--- config.mk ---
export PLATFORM = sky130hd
export DESIGN_NAME = alert_resp_irq
export DESIGN_NICKNAME = d
export VERILOG_FILES = /design/src/rtl/alert_resp_irq.sv
export SDC_FILE = /design/constraint.sdc
export NUM_CORES = 1
export LEC_CHECK = 0
export BUFFER_PORTS_ARGS = -buffer_cell sky130_fd_sc_hd__buf_4
export CORE_ASPECT_RATIO = 1.2
export CORE_MARGIN = 4
export CORE_UTILIZATION = 30
export DETAILED_ROUTE_END_ITERATION = 16
export GPL_TIMING_DRIVEN = 0
export HOLD_SLACK_MARGIN = 0.15
export MAX_ROUTING_LAYER = met4
export PLACE_DENSITY = 0.46
export SYNTH_ARGS = -nofsm -noshare
export SYNTH_HDL_FRONTEND = slang
export SYNTH_SLANG_ARGS = --single-unit
--- constraint.sdc ---
create_clock -name clk -period 2.6 [get_ports clk]
set_input_delay 0.26 -clock clk [delete_from_list [all_inputs] [get_ports clk]]
set_output_delay 0.26 -clock clk [all_outputs]
set_load 0.005 [all_outputs]
--- src/rtl/alert_resp_irq.sv ---
`timescale 1ns/1ps
module alert_resp_irq #(
  parameter int         N_EVT    = 8,
  parameter logic [6:0] OWN_ADDR = 7'h21,
  parameter logic [6:0] ARA_ADDR = 7'h0C
) (
  input  logic             clk,
  input  logic             rst_n,
  input  logic             scl_i,
  input  logic             sda_i,
  input  logic [N_EVT-1:0] evt_flags,
  input  logic [N_EVT-1:0] evt_mask,
  input  logic             clr_int_wr,
  input  logic             clr_all_wr,
  output logic             sda_pd,
  output logic             int_pd
);
  localparam logic [2:0] S_IDLE = 3'd0, S_ADDR = 3'd1, S_ACKP = 3'd2,
                         S_ACK  = 3'd3, S_SEND = 3'd4, S_WAIT = 3'd5;
  localparam logic [7:0] ARA_BYTE = {ARA_ADDR, 1'b1};
  localparam logic [7:0] TX_BYTE  = {OWN_ADDR, 1'b1};

  logic       scl_q, sda_q;
  logic [2:0] st, cnt;
  logic [6:0] rx;
  logic       part, armed, ara_done;

  wire pend     = |(evt_flags & evt_mask);
  wire scl_rise = scl_i & ~scl_q;
  wire scl_fall = ~scl_i & scl_q;
  wire start_c  = scl_i & scl_q & sda_q & ~sda_i;
  wire stop_c   = scl_i & scl_q & ~sda_q & sda_i;
  wire tx_bit   = TX_BYTE[3'd7 - cnt];

  always_ff @(posedge clk or negedge rst_n)
    if (!rst_n) begin
      scl_q <= 1'b1;
      sda_q <= 1'b1;
    end else begin
      scl_q <= scl_i;
      sda_q <= sda_i;
    end

  always_ff @(posedge clk or negedge rst_n)
    if (!rst_n) begin
      st       <= S_IDLE;
      cnt      <= '0;
      rx       <= '0;
      part     <= 1'b0;
      sda_pd   <= 1'b0;
      ara_done <= 1'b0;
    end else begin
      ara_done <= 1'b0;
      if (start_c) begin
        st     <= S_ADDR;
        cnt    <= '0;
        part   <= int_pd;
        sda_pd <= 1'b0;
      end else if (stop_c) begin
        st     <= S_IDLE;
        sda_pd <= 1'b0;
      end else begin
        case (st)
          S_ADDR:
            if (scl_rise) begin
              rx  <= {rx[5:0], sda_i};
              cnt <= cnt + 3'd1;
              if (cnt == 3'd7)
                st <= (({rx, sda_i} == ARA_BYTE) && part) ? S_ACKP : S_WAIT;
            end
          S_ACKP:
            if (scl_fall) begin
              sda_pd <= 1'b1;
              st     <= S_ACK;
            end
          S_ACK:
            if (scl_fall) begin
              sda_pd <= ~TX_BYTE[7];
              cnt    <= '0;
              st     <= S_SEND;
            end
          S_SEND:
            if (scl_rise) begin
              if (tx_bit && !sda_i)
                st <= S_WAIT;
              else if (cnt == 3'd7) begin
                st       <= S_WAIT;
                ara_done <= 1'b1;
              end else
                cnt <= cnt + 3'd1;
            end else if (scl_fall)
              sda_pd <= ~tx_bit;
          S_WAIT:
            if (scl_fall) sda_pd <= 1'b0;
          default: ;
        endcase
      end
    end

  always_ff @(posedge clk or negedge rst_n)
    if (!rst_n) begin
      armed  <= 1'b1;
      int_pd <= 1'b0;
    end else begin
      if (clr_all_wr || !pend)       armed <= 1'b1;
      else if (ara_done || clr_int_wr) armed <= 1'b0;
      if (st == S_IDLE) int_pd <= armed & pend;
    end
endmodule


==> summary.txt <==
STA
  • Rel. slew slack: between 70 and 80%
  • Setup TNS: 0 ns
  • Final Hold Viols: 0
  • Final Cycle Share: around three quarters
  • Worst Tran Pin Value: approximately 0.44 ns
  • Finish-stage setup viols: 0
  • Final min period: 1.95 ns
  • RSZ-0062 raised after global routing: no
  • Max-slew violations: 0
  • Highest clock rate: slightly above 500 MHz
  • Clock Skew: 0.00754 ns

Setup path
  • Worst EP arrival: roughly 2.1 ns
  • Worst r2r src: cnt[0]
  • Reg2Reg Depth: 6
  • CP startpoint kind: flip-flop
  • R2R Setup Slk: 0.65 ns
  • Worst Path Required: roughly 2.8 ns
  • Crit end category: flip-flop
  • Crit path kind: reg -> reg
  • CP max FO: 4
  • Worst r2r dst: cnt[0]

Finish
  • Post-route design area: approximately 1400 um^2
  • Fin nets: ~160
  • Share of layout cells above drive strength 1: 26.3%
  • # diodes: 0
  • P&R area growth vs syn: 29.1%

Place
  • Post-DP Area: between 1000 and 1500 um^2
  • HPWL after DPL: between 1500 and 2000 um
  • Port-buffer cells: 23
  • Final GP Congestion: between 0.7 and 0.8

Min path
  • Min-Delay Path Depth: 3
  • Hold path start: clr_all_wr
  • WHS Endpoint: armed
  • Min-Delay Path Class: in -> reg

Logic synthesis
  • Synth Area in Compound Gates: roughly 15%
  • Distinct cell type count of the synthesized netlist: 36
  • Seq cells post-synth: 20
  • Syn_nets: 132
  • Ys Warns: 0
  • Xor-xnor portion of the synthesized cell area: 0.795%
  • Mean post-synth cell area: 10.3 um^2
  • Post-Syn Area: 1100 um^2
  • Mapped Cells: around 110
  • Synth Area in Simple Gates: a little over a fifth
  • Combinational family with the most area after synthesis: simple AND/OR/NAND/NOR gates
  • Mux cell area share after synthesis: about an eighth
  • Synth Area in Adders: under 10%
  • Sequential area share after synthesis: a little under half

Floorplanning
  • I/O Pins: 24
  • Die X: about 63 um
  • Core Area: 3420 um^2
  • Initial core utilization: roughly 32%
  • Site Rows: 23
  • Die Area: about 4700 um^2
  • Die Height: between 70 and 80 um

Detailed routing
  • WL per Instance: around 15 um
  • DRT iter0 DRCs: between 40 and 50
  • Via count: 893
  • Vias per std cell: about 5
  • TritonRoute pass-1 iters: 5
  • ANT nets after route: 0
  • Final wirelength: roughly 2500 um
  • Post-route DRC: 0

Flow run
  • Max-cap violations: 0

CTS
  • Post-CTS sizing: 0
  • CTS clock-pin slew for the worst setup and hold paths: approximately 0.080 ns
  • Clock buffers created by TritonCTS: 3
  • CTS tree: yes
  • Longest Clk Path Bufs: 2
  • Later-pin clock latency in the skew report: roughly 0.26 ns
  • H-tree levels: 1
  • Cts hold-fix bufs: 3
  • Root Buffer: clkbuf_8
  • Post-CTS Setup Bufs: 0
  • Sink Count: 20

Power
  • Leakage: 0.637 nW
  • Maximum vdd ir drop: a little over 0.3 mV
  • Pwr Density: between 800 and 900 nW/um^2

Global route
  • Global route overflow: 0
  • Vias in the first global route: between 900 and 1000
  • GRT Overall Usage: between 10% and 20%
  • First-pass GRT wire length: 4370 um
  • Initial antenna violation count: 0
  • Largest net degree at the start of global routing: 21

Outcome
  • Status: completed
area by class of cell:
type	instances	area (um^2)
sequential	20	504
inverter	4	15.0
buffer	2	8.76
clock inverter	1	30.0
fill	356	2000
clock buffer	3	41.3
timing repair buffer	26	203
multi-input combinational	81	573
tap	37	46.3
worst max-delay path, cell delays in order (launching register included):
cell and delay (ns):
dfrtp_1 0.42, ha_1 0.21, mux2i_1 0.23, nor2_1 0.09, or3b_4 0.41, o31ai_4 0.29, mux2i_1 0.22
synth_stat cells, drive strengths merged:
master   instances  share of area [%]
nand4b           1               0.80
dfstp            3                7.2
o21ai            7                3.2
nand2b           4                2.3
ha               3                3.4
nand4bb          1                1.0
dfrtp           17                 39
o22ai            1               0.57
inv              4                1.4
xnor2            1               0.80
or3b             1                1.0
nand3            2               0.91
and3             1               0.57
nor3b            2                1.4
mux2i            5                4.5
nor2             7                2.4
nand2           15                5.3
clkbuf           2               0.79
nor3             3                1.4
nand4            1               0.57
a32oi            2                1.6
a22oi            4                2.7
nor2b            3                2.4
a221oi           1               0.80
o221ai           1               0.80
nor4bb           1               0.91
a21oi            3                1.4
a21bo            1               0.91
mux2             7                7.2
or2b             1               0.68
o31ai            2                2.6
through the flow:
step / util [%] / cells / setup WS (ns) / power (mW) / hold slack, ns
3_5_place_dp: 38.5 / 167 / 0.693 / 0.840 / 0.156
4_1_cts: 41.5 / 174 / 0.655 / 1.16 / 0.178
6_report: 41.5 / 174 / 0.654 / 1.14 / 0.183
2_1_floorplan: - / 107 / 0.878 / 0.715 / -0.0356
5_1_grt: 41.5 / 174 / 0.547 / 1.23 / 0.199
3_3_place_gp: 38.5 / 167 / 0.674 / 0.826 / 0.159
power by group:
group | total, mW | switching [mW] | leakage (nW) | internal (mW)
Combinational | 0.330 | 0.148 | 0.360 | 0.182
Sequential | 0.499 | 0.0812 | 0.242 | 0.418
Clock | 0.312 | 0.106 | 0.0357 | 0.206
cell families (layout without fill, tap and decap cells):
kind of cell,count (synthesis),count (layout)
AND/OR/NAND/NOR,43,43
AO/OA/AOI/OAI,22,22
flip-flops,20,20
multiplexers,12,12
buffers and inverters,6,36
adder cells (fa/ha/maj),3,3
XOR/XNOR,1,1
cell usage in the layout, fill, tap and decap left out, types with 2 or more instances in the layout:
cell type,instances
buf_4,23
dfrtp_1,17
nand2_1,14
nor2_1,7
mux2_1,7
mux2i_1,5
o21ai_0,5
inv_1,4
nand2b_1,4
a22oi_1,4
nor3_1,3
a21oi_1,3
ha_1,3
dfstp_2,3
clkbuf_8,3
dlygate4sd3_1,3
nor2b_1,2
nor3b_1,2
a32oi_1,2
o21ai_1,2
nand3_1,2
worst max path at each step:
stage,start,to,slack (ns),cells past startpoint
2_1_floorplan,cnt[0],cnt[0],0.88,5
5_1_grt,cnt[1],cnt[2],0.55,7
4_1_cts,cnt[0],cnt[0],0.65,6
3_5_place_dp,cnt[1],cnt[0],0.69,7
3_3_place_gp,cnt[0],cnt[0],0.67,6
6_report,cnt[0],cnt[0],0.65,6
registers in the layout, indices dropped and copies added, names as in the netlist:
| register | cells |
|---|---|
| armed | 1 |
| part | 1 |
| int_pd | 1 |
| sda_q | 1 |
| rx | 7 |
| cnt | 3 |
| sda_pd | 1 |
| scl_q | 1 |
| ara_done | 1 |
| st | 3 |
routing by layer:
metal  vias up  wire length (um)  track usage [%]
met5         -                 0                -
met4         0                38             6.71
met3         4                56             2.57
met2         9              1320             20.9
met1       436              1130             14.0
li1        444                 -                -
Power figures use the tool's default switching activity.
